### src/rtl/dacbank_pkg.sv
package dacbank_pkg;
    typedef enum logic [1:0] {
        ST_LIVE     = 2'd0,
        ST_CLR_HOLD = 2'd1,
        ST_CLR_WAIT = 2'd2
    } disp_state_t;
endpackage

### src/rtl/dacbank_chan.sv
module dacbank_chan #(
    parameter int DW    = 14,
    parameter int LOW_W = 8
) (
    input  logic          clk,
    input  logic          rst_n,
    input  logic          wr_hit,
    input  logic          word_mode,
    input  logic [DW-1:0] wdata,
    input  logic          load,
    output logic [DW-1:0] latch_q
);
    localparam int HIGH_W = DW - LOW_W;

    logic [DW-1:0] inreg_q;

    // Input register: word write or upper-part write
    always_ff @(posedge clk) begin
        if (!rst_n) begin
            inreg_q <= '0;
        end else if (wr_hit) begin
            if (word_mode) begin
                inreg_q <= wdata;
            end else begin
                inreg_q[DW-1:LOW_W] <= wdata[HIGH_W-1:0];
            end
        end
    end

    // Latch stage: loaded from the pre-edge input register value
    always_ff @(posedge clk) begin
        if (!rst_n) begin
            latch_q <= '0;
        end else if (load) begin
            latch_q <= inreg_q;
        end
    end

    AST_HALF_KEEPS_LOW: assert property (@(posedge clk) disable iff (!rst_n)
        (wr_hit && !word_mode) |=> (inreg_q[LOW_W-1:0] == $past(inreg_q[LOW_W-1:0])));
    AST_HALF_TAKES_HIGH: assert property (@(posedge clk) disable iff (!rst_n)
        (wr_hit && !word_mode) |=> (inreg_q[DW-1:LOW_W] == $past(wdata[HIGH_W-1:0])));
    AST_IDLE_STABLE: assert property (@(posedge clk) disable iff (!rst_n)
        !wr_hit |=> $stable(inreg_q));
    AST_LATCH_COPY: assert property (@(posedge clk) disable iff (!rst_n)
        load |=> (latch_q == $past(inreg_q)));
    AST_LATCH_HOLD: assert property (@(posedge clk) disable iff (!rst_n)
        !load |=> $stable(latch_q));
endmodule

### src/rtl/dacbank_disp.sv
module dacbank_disp
    import dacbank_pkg::*;
(
    input  logic clk,
    input  logic rst_n,
    input  logic clear,
    input  logic load,
    output logic show_latch
);
    disp_state_t state_q, state_d;

    // State register
    always_ff @(posedge clk) begin
        if (!rst_n) begin
            state_q <= ST_LIVE;
        end else begin
            state_q <= state_d;
        end
    end

    // Next state
    always_comb begin
        state_d = state_q;
        unique case (state_q)
            ST_LIVE:     state_d = clear ? ST_CLR_HOLD : ST_LIVE;
            ST_CLR_HOLD: state_d = clear ? ST_CLR_HOLD : (load ? ST_LIVE : ST_CLR_WAIT);
            ST_CLR_WAIT: state_d = clear ? ST_CLR_HOLD : (load ? ST_LIVE : ST_CLR_WAIT);
            default:     state_d = ST_LIVE;
        endcase
    end

    // Outputs
    always_comb begin
        show_latch = 1'b0;
        unique case (state_q)
            ST_LIVE:     show_latch = 1'b1;
            ST_CLR_HOLD: show_latch = 1'b0;
            ST_CLR_WAIT: show_latch = 1'b0;
            default:     show_latch = 1'b0;
        endcase
    end

    AST_CLEAR_ENTERS_HOLD: assert property (@(posedge clk) disable iff (!rst_n)
        clear |=> (state_q == ST_CLR_HOLD));
    AST_LOAD_RESTORES: assert property (@(posedge clk) disable iff (!rst_n)
        (load && !clear) |=> show_latch);
    AST_NO_LOAD_STAYS_DARK: assert property (@(posedge clk) disable iff (!rst_n)
        (!show_latch && !load) |=> !show_latch);
    AST_CLEAR_LOAD_DARK: assert property (@(posedge clk) disable iff (!rst_n)
        (clear && load) |=> !show_latch);
endmodule

### src/rtl/dacbank_top.sv
module dacbank_top #(
    parameter int          DW        = 14,
    parameter int          NCH       = 4,
    parameter int          LOW_W     = 8,
    parameter logic [13:0] CLR_LEVEL = 14'h1555
) (
    input  logic              clk,
    input  logic              rst_n,
    input  logic              bus_sel,
    input  logic              bus_wr,
    input  logic              word_mode,
    input  logic              bcast,
    input  logic [1:0]        chan_addr,
    input  logic [13:0]       wdata,
    input  logic              load,
    input  logic              clear,
    output logic [55:0]       dac_code,
    output logic [3:0]        code_valid
);
    localparam int AW = $clog2(NCH);

    logic           wr_go;
    logic [NCH-1:0] hit;
    logic           show_latch;

    assign wr_go = bus_sel && bus_wr;

    dacbank_disp u_disp (
        .clk        (clk),
        .rst_n      (rst_n),
        .clear      (clear),
        .load       (load),
        .show_latch (show_latch)
    );

    for (genvar i = 0; i < NCH; i++) begin : g_ch
        logic [DW-1:0] latch_q;

        assign hit[i] = wr_go && (bcast || (chan_addr == AW'(i)));

        dacbank_chan #(.DW(DW), .LOW_W(LOW_W)) u_chan (
            .clk       (clk),
            .rst_n     (rst_n),
            .wr_hit    (hit[i]),
            .word_mode (word_mode),
            .wdata     (wdata),
            .load      (load),
            .latch_q   (latch_q)
        );

        assign dac_code[i*DW +: DW] = show_latch ? latch_q : CLR_LEVEL;
        assign code_valid[i]        = show_latch;
    end

    AST_SINGLE_TARGET: assert property (@(posedge clk) disable iff (!rst_n)
        (wr_go && !bcast) |-> ($countones(hit) == 1));
    AST_NO_WRITE_IDLE: assert property (@(posedge clk) disable iff (!rst_n)
        !wr_go |-> (hit == '0));
    AST_BCAST_ALL: assert property (@(posedge clk) disable iff (!rst_n)
        (wr_go && bcast) |-> (&hit));
    AST_VALID_UNIFORM: assert property (@(posedge clk) disable iff (!rst_n)
        ((code_valid == '0) || (&code_valid)));
endmodule

### config.mk
export PLATFORM = sky130hd
export DESIGN_NAME = dacbank_top
export DESIGN_NICKNAME = d
export VERILOG_FILES = /design/src/rtl/dacbank_pkg.sv /design/src/rtl/dacbank_chan.sv /design/src/rtl/dacbank_disp.sv /design/src/rtl/dacbank_top.sv
export SDC_FILE = /design/constraint.sdc
export NUM_CORES = 1
export LEC_CHECK = 0
export BUFFER_PORTS_ARGS = -buffer_cell sky130_fd_sc_hd__buf_2
export CAP_MARGIN = 15
export CORE_ASPECT_RATIO = 1.2
export CORE_MARGIN = 2
export CORE_UTILIZATION = 51
export DETAILED_ROUTE_END_ITERATION = 7
export PLACE_DENSITY_LB_ADDON = 0.2
export SETUP_SLACK_MARGIN = 0.1
export SLEW_MARGIN = 20
export SYNTH_ARGS = -nofsm -noshare
export SYNTH_HDL_FRONTEND = slang
export SYNTH_HIERARCHICAL = 1
export SYNTH_SLANG_ARGS = --single-unit
### constraint.sdc
create_clock -name clk -period 1.5 [get_ports clk]
set_input_delay 0.3 -clock clk [delete_from_list [all_inputs] [get_ports clk]]
set_output_delay 0.3 -clock clk [all_outputs]
set_load 0.05 [all_outputs]
Word level (Yosys, flattened, before mapping)
Cells that the tools add are included.

Register bits after elaboration: 114. Memories: 0. ROM bits: 0. Bits in writable memories: 0. Bits in latches: 0.

Equality and inequality tests: 5. $lt $le $gt $ge: 0. Reduce and logical (&&, ||, !) cells: 16. Bitwise operators: 0. Div/mod/pow operators: 0. Shifts and indexed selects: 0. Multipliers: 0. $add $sub $neg: 0. Multiplexer cells: 10.

Operators with widths (count): 14-bit 2-to-1 mux (4); 2-bit AND reduction (4); 2-bit equality test, second input constant (3); 6-bit 2-to-1 mux (1); 1-bit logical AND (5); 2-bit by 1-bit equality test with 1-bit output, second input constant (2); 2-bit zero test (2); 1-bit logical OR (4); 2-bit 2-to-1 mux (2); 2-bit one-hot mux with 2 select lines (1); 1-bit 2-to-1 mux (2); 2-bit OR reduction (1).

Depth between registers and ports, before layout
Gate-level depths: netlist of the first run.

Word-level depth: 4. Depth in mapped cells: 5. Gate-level depth less buffers: 4.

Cells and area by module
The synthesis of the first run kept the hierarchy.

Modules (own cells, without submodules): dacbank_chan (cells each 107, times used 4, area an instance 1177.4 um^2, seq. area each 560.5 um^2); dacbank_top (cells each 76, times used 1, area an instance 475.5 um^2, seq. area each 0.0 um^2); dacbank_disp (cells each 10, times used 1, area an instance 103.8 um^2, seq. area each 40.0 um^2).

Worst setup path after synthesis of the first run
No wires, ideal clock.

Path type: flip-flop to output port. Start point: register u_disp.state_q[0]. End point: output port dac_code[12]. Data arrival time: 1.319 ns. Cell stages (with the launch flop): 6. Required time: 1.200 ns. Setup slack: -0.119 ns. Path through: dfxtp_1 inv_1 ha_1 buf_4 buf_2 nand2b_1.

Cells in the longest elaborated chain, start to end: 3.

RTL lines: start: declaration (RTL line dacbank_disp.sv:10) `disp_state_t state_q, state_d;`; start signal: assignment (RTL line dacbank_disp.sv:17) `state_q <= state_d;`; 2-bit zero test (RTL line dacbank_disp.sv:35) `unique case (state_q)`; 1-bit 2-to-1 mux (RTL line dacbank_disp.sv:35); named net show_latch (RTL line dacbank_top.sv:24) `logic show_latch;`; 14-bit 2-to-1 mux (RTL line dacbank_top.sv:51) `assign dac_code[i*DW +: DW] = show_latch ? latch_q : CLR_LEVEL;`; end: declaration (RTL line dacbank_top.sv:17) `output logic [55:0] dac_code,`.

The timed path passes the listed nets, and every way through them passes these cells.

Final worst setup path of the first run
Start point: register u_disp.state_q[1]. End point: output port dac_code[47].

Cells in the longest elaborated chain, start to end: 3.

RTL lines (RTL line): 2-bit zero test (dacbank_disp.sv:35); 1-bit 2-to-1 mux (dacbank_disp.sv:35); 14-bit 2-to-1 mux (dacbank_top.sv:51).

Every way passes these cells.

==> impl_results.md, run 1 <==
- RSZ-0062 raised after global routing: yes
- Final ANT Viol Nets: 0
- Worst Path Required: about 1200 ps
- Cell Area, Placed: between 5000 and 6000 sq um
- Die H: 116 microns
- GRT Total Usage: between 20% and 30%
- Area growth syn-to-layout: 34.8%
- Worst-path clk slew: approximately 50 ps
- H-tree depth: 4
- Via count: slightly below 4000
- CTS Buf Count: 17
- Lkg Pwr: 3.19 nW
- Seq cells post-synth: 114
- Final period util: 120%
- Buf/Inv on CP: 4
- Reg-to-reg critical path startpoint: u_disp/state_q[1]
- Core Region: 10100 sq um
- Share of the synthesized area in the top cell type: a little over two fifths
- Failing checks: setup timing
- F_max: roughly 0.56 GHz
- Endpoints failing hold: 0
- Syn nets: 540
- Vias in the first global route: about 4000
- Drt via density: about 5.3
- Largest net degree at the start of global routing: 115
- Io pins: 84
- Final Max Tran Viols: 0
- R2R setup slack: 330 ps
- Synth warnings: 6
- Drt first pass iters: 4
- Core Rows: 40
- Crit path DAT: 1490 ps
- Total Power: 9.14 mW
- Total congestion overflow: 0
- CP Class: register to output port
- CTS Root Cell: clkbuf_16
- Clock skew: about 13 ps
- Worst-path cell chain: inv_2 -> ha_4 -> buf_4 -> buf_8 -> and2_4 -> buf_8
- Synth unique cells: 24
- Clock buffer depth: 2
- DRC: 0
- CP Max Fanout: 7
- Starting DRT DRC Count: ~120
- Synth Cell Area: 5290 sq um
- Hold path start: clear
- Worst-Skew Late Latency: slightly above 400 ps
- DIE AREA: ~11000 sq um
- Worst Hold Class: primary input to register
- R2R Path End: u_disp/state_q[0]
- Most used cell, CP: buf_8
- Slowest stage delay, CP: roughly 330 ps
- GPL Wtd Cong: 0.747
- Routed len/inst: about 16 microns
- Area leader, netlist: dfxtp_1
- NumNets Final: about 600
- Worst slew pin tran: 403 ps
- Seq/Total Area, Yosys: around 43%
- First-pass GRT wire length: 19300 microns
- Slew HR: 73.2%
- Worst reg2reg path depth: 5
- VDD IR max: 0.814 mV
- Synth top area cells: dfxtp_1 (43%), mux2i_1 (15%), nor2b_1 (6.6%), buf_6 (4.7%), a21boi_1 (4.5%)
- CP Launch Type: register
- Power Dens Cells: 1280 nW/um^2
- DP Wirelength: 7030 microns
- Initial core utilization: approximately 53%
- Crit-path leading delay family: buffers and inverters
- CP max-delay cell: dfxtp_2
- Routed wire length: between 10000 and 15000 microns
- Final setup fails: 60
- Post-Syn Instances: 514
- Die W: around 97 microns
- CTS sink cnt: between 100 and 150
- Initial antenna violation count: 0
- Most common cell after layout, fill and taps aside: dfxtp_1
- Hold path depth: 2
- Maxcap violations: 0
- Worst setup EP type: output port
- # diodes: 0
- Final worst slack: -293 ps
- Final worst path period need: 1790 ps
- Post-Layout Inst Area: 7130 sq um
- Most frequent cells in the layout: dfxtp_1 (112), mux2i_1 (80), nor2b_1 (56)
- Hold EP: u_disp/state_q[0]
- CTS tree: done
- Share of layout cells above drive strength 1: ~35%
- Port bufs: 83
- Syn_area_per_cell: 10.3 sq um
- Outcome: complete, but fails checks
-- area by class of cell --
type                    instances  area, sq um
well taps                     126          158
multi-input cells             351         2780
clock buffers                  23          498
fillers                       727         2930
flip-flops and latches        114         2280
inverters                       3         11.3
repair buffers                102         1200
clock inverters                 9          198
-- worst max path at each step --
stage | startpoint | end | slack, ps | cells after the start
finish | u_disp/state_q[1] | dac_code[47] | -290 | 6
global route | u_disp/state_q[0] | dac_code[3] | -380 | 5
CTS | u_disp/state_q[0] | dac_code[41] | -330 | 5
detailed placement | u_disp/state_q[0] | dac_code[41] | -30 | 5
global placement | u_disp/state_q[0] | dac_code[41] | -10 | 5
floorplan | u_disp/state_q[0] | dac_code[48] | 110 | 4
-- registers in the layout, indices dropped and copies added (netlist names) --
signal	cells
u_disp/state_q	2
g_ch.u_chan/inreg_q	56
g_ch.u_chan/latch_q	56
-- worst reg2reg max path, stage by stage (launching register included) --
cell	delay, ps
dfxtp_2	330
inv_2	40
ha_4	170
buf_12	170
nor2_1	100
and4bb_2	240
-- per-layer routing --
metal,track usage (%),vias up,part of all wire [%]
li1,-,1910,-
met1,26.4,1856,45
met2,37.9,89,50
met3,6.57,9,4.6
met4,8.17,0,0.70
met5,0,-,0
-- power breakdown --
part | internal, mW | switching (mW) | total, mW
clock | 3.33 | 1.35 | 4.68
combinational | 0.532 | 0.751 | 1.28
sequential | 3.13 | 0.0484 | 3.18
total | 6.99 | 2.15 | 9.14
-- cell families (layout without fill, tap and decap cells) --
group	after synthesis	in the layout	synth area share, %
AOI/OAI and AO/OA	116	116	14.0
adders and majority gates	2	2	0.473
buffers and inverters	49	137	8.54
DFF	114	114	43.2
muxes	80	80	15.1
and+or+nand+nor	153	153	18.7
-- stage by stage --
step	worst slack (ps)	TNS, ps	hold slack, ps	std cells	util (%)
after floorplan	111	0	473	514	-
after global placement	-11.2	-11.2	487	691	58.6
after detailed placement	-30.9	-82.8	500	691	58.6
after CTS	-331	-15410	234	727	70.7
after global routing	-380	-18570	251	728	70.9
final	-293	-13920	270	728	70.9
-- synth_stat cells (all sizes together) --
| master | instances |
|---|---|
| and4b | 1 |
| a21boi | 32 |
| a21oi | 28 |
| mux2i | 80 |
| nand2b | 30 |
| and4bb | 1 |
| nor2 | 3 |
| and3 | 32 |
| nor2b | 56 |
| o21a | 32 |
| o21ai | 24 |
| buf | 37 |
| nand2 | 1 |
| clkbuf | 9 |
| or2 | 1 |
| ha | 2 |
| and2 | 28 |
| inv | 3 |
| dfxtp | 114 |
-- timing repair --
action                                  CTS  global route
endpoints found under the setup margin   60            60
cloned                                    1             0
hold endpoints to repair                  0             0
gates resized for setup                 152             6
hold buffers                              0             0
pin swaps                                 2             2
buffers inserted                          3             2
No activity file was read; power rests on OpenSTA's default activity.
==> run 2, diff against run 1 <==
ABC_AREA = 1   (was default)
CORE_UTILIZATION = 35   (was 51)
==> run 2 against run 1 <==
Net effect: the flow finishes with violations (DRC, setup timing); die area is 36% higher; register-to-register slack worse by 170 ps; combinational power is 45% higher; cell area is 2.1% lower; clock skew is 8.9 ps lower; core utilization is 21 points lower; critical path type unchanged; critical endpoint is now dac_code[40]; largest power group unchanged.
==> impl_results.md, run 2 <==
- Outcome: complete, but fails checks
- Failing checks: DRC, setup timing
- Maxcap violations: 0 (unchanged)
- CTS Root Cell: clkbuf_16
- Endpoints failing hold: 0 (unchanged)
- Xor/xnor share of the synthesized area: 0% (unchanged)
- Worst-path clk slew: 50 ps (about the same)
- Top-count cell post-synth: nand2_1
- Final setup fails: 60 (unchanged)
- Ys async rst share: 0% (unchanged)
- Area leader, netlist: dfxtp_1
- F_max: 0.556 GHz (-0.37%)
- Synth unique cells: 14 (-42%)
- Worst reg2reg path depth: 8 (+3)
- RSZ-0062 raised after global routing: yes
- Simple-Gate Fraction of Synth Area: 31.1% (+12 points)
- DP Wirelength: 8580 microns (+22%)
- Area growth syn-to-layout: 39.6%
- Routed len/inst: 13.1 microns (-20%)
- Most frequent cells in the layout: nor2_1 (165), nand2_1 (125), dfxtp_1 (112)
- Power Dens Cells: 1330 nW/um^2 (+3.6%)
- Worst slew pin tran: 452 ps (+49.7 ps)
- Most instantiated cells after synthesis: nand2_1 (168), nor2_1 (165), dfxtp_1 (114)
- CP Class: register to output port
- Drt first pass iters: 6 (+2)
- Number of enable flip-flop cells after synthesis: 0 (unchanged)
- Final worst slack: -299 ps (-6.74 ps)
- Hold path start: clear
- Largest net degree at the start of global routing: 29 (-75%)
- Worst-Skew Late Latency: 410 ps (about the same)
- Syn_area_per_cell: 6.75 sq um (-34%)
- Mux share of post-synthesis cell area: 0% (-15 points)
- Seq/Total Area, Yosys: 45.6% (+2.5 points)
- Final worst path period need: 1800 ps (+6.74 ps)
- Synth Cell Area: 5000 sq um (-5.4%)
- Clock skew: 3.82 ps (-8.86 ps)
- VDD IR max: 0.640 mV (-21%)
- Registers with the most flip-flops: g_ch.u_chan/inreg_q (56), g_ch.u_chan/latch_q (56), u_disp/state_q (2)
- Fin cells: 1011 (+39%)
- R2R Path End: u_disp/state_q[0]
- Seq cells post-synth: 114 (unchanged)
- First-pass GRT wire length: 21500 microns (+11%)
- Share of layout cells above drive strength 1: 26.1% (-9.3 points)
- Largest family of logic cells by synthesized area: simple AND/OR/NAND/NOR gates
- Post-route setup TNS: -14860 ps (-945 ps)
- R2R setup slack: 160 ps (-170 ps)
- Initial antenna violation count: 0 (unchanged)
- Synth top area cells: dfxtp_1 (46%), nand2_1 (13%), nor2_1 (12%), inv_1 (7.1%), nand3_1 (5.6%)
- Worst Path Required: 1200 ps (about the same)
- GPL Wtd Cong: 0.749 (+0.28%)
- Hold path depth: 4 (+2)
- Routed wire length: 13300 microns (+12%)
- Fin util: 50.3% (-21 points)
- Synth warnings: 6 (unchanged)
- Vias in the first global route: 4282 (+10%)
- Io pins: 84 (unchanged)
- Port bufs: 83 (unchanged)
- Die W: 113 microns (+17%)
- Final Max Tran Viols: 0 (unchanged)
- Pre-CTS setup slack: 29.2 ps (+60.1 ps)
- Drt via density: 4.57 (-14%)
- Clock buffer depth: 2 (unchanged)
- CP Launch Type: register
- Starting DRT DRC Count: 273 (+120%)
- GRT Total Usage: 17.9% (-4.2 points)
- Via count: 4621 (+20%)
- Core Region: 13900 sq um (+38%)
- Worst setup EP type: output port
- Post-Synth Adder-Cell Area: 0.500% (+0.027 points)
- H-tree depth: 4 (unchanged)
- DIE AREA: 15300 sq um (+36%)
- Share of the synthesized area in the top cell type: 45.6% (+2.5 points)
- NumNets Final: 853 (+39%)
- Reg-to-reg critical path startpoint: u_disp/state_q[1]
- DRC: 12 (+12)
- Final period util: 120% (+0.45 points)
- Synth Flop Type: dfxtp_1
- Slew HR: 69.8% (-3.3 points)
- CTS tree: done
- CTS Buf Count: 17 (unchanged)
- Syn nets: 767 (+42%)
- Die H: 135 microns (+17%)
- CTS sink cnt: 114 (unchanged)
- Crit path DAT: 1500 ps (about the same)
- Initial core utilization: 36.0% (-17 points)
- Final ANT Viol Nets: 0 (unchanged)
- DP Cell Count: 970 (+40%)
- Lkg Pwr: 3.18 nW (-0.26%)
- CP Max Fanout: 7 (unchanged)
- Post-Syn Instances: 741 (+44%)
- Most common cell after layout, fill and taps aside: nor2_1
- Worst Hold Class: primary input to register
- Hold_buf cts: 0 (unchanged)
- Compound-Gate Fraction of Synth Area: 9.21% (-4.8 points)
- Hold EP: u_disp/state_q[1]
- Total congestion overflow: 0 (unchanged)
- Total Power: 9.27 mW (+1.4%)
- Core Rows: 47 (+18%)
run 2: changes by cell type in the layout (fill, tap and decap cells not counted), moves of 32 or more:
| cell | previous run | this run |
|---|---|---|
| inv_1 | 1 | 68 |
| nor2b_1 | 56 | 0 |
| o21ai_0 | 24 | 56 |
| o21a_1 | 32 | 0 |
| nand3_1 | 0 | 56 |
| nand2_1 | 1 | 125 |
| a21boi_1 | 32 | 0 |
| nand2_2 | 0 | 42 |
| mux2i_1 | 80 | 0 |
| nor2_1 | 3 | 165 |
run 2: cell families (layout without fill, tap and decap cells):
group | after synthesis | count (layout)
AOI/OAI and AO/OA | 92 | 92
and+or+nand+nor | 393 | 393
adders and majority gates | 2 | 2
DFF | 114 | 114
buffers and inverters | 140 | 238
other | 0 | 1
run 2: timing repair:
item	in CTS	in global routing
gates resized for setup	150	24
setup buffers	5	2
gates cloned	1	1
pin swaps	1	5
setup endpoints to repair	60	61
run 2: worst max path at each step:
stage / start / endpoint / slack (ps) / cells after the start
floorplan: u_disp/state_q[0] / dac_code[11] / 90 / 6
global placement: u_disp/state_q[0] / dac_code[27] / 50 / 6
detailed placement: u_disp/state_q[0] / dac_code[27] / 30 / 6
CTS: u_disp/state_q[0] / dac_code[28] / -320 / 6
global route: u_disp/state_q[1] / dac_code[40] / -350 / 6
finish: u_disp/state_q[1] / dac_code[40] / -300 / 6
run 2: layout make-up:
class                           count  area, sq um
Antenna cell                        1         2.50
Clock buffer                       20          447
Clock inverter                     11          161
Fill cell                        1386         6900
Inverter                           98          443
Multi-Input combinational cell    487         2190
Sequential cell                   114         2280
Tap cell                          171          214
Timing Repair Buffer              109         1240
run 2: per-layer routing:
layer | wire length [microns] | global-route usage (%)
met1 | 6180 | 24.1
met2 | 6270 | 27.7
met3 | 661 | 4.53
met4 | 161 | 6.64
met5 | 0 | 0
run 2: worst max-delay path, cell delays in order (launching register included):
cell and delay [ps]:
dfxtp_2 330, inv_2 40, ha_4 190, buf_12 140, clkbuf_16 160, nand2_2 70, buf_6 150
run 2: where the power goes:
part	internal, mW	switching (mW)	leakage, nW
clock network	2.79	1.36	0.299
logic	0.681	1.17	1.95
registers	3.18	0.0762	0.935
run 2: per-stage QoR:
stage	hold slack (ps)	area [sq um]
floorplan	436	5200
global placement	450	5700
detailed placement	453	5700
CTS	153	6860
global route	190	6980
finish	164	6980
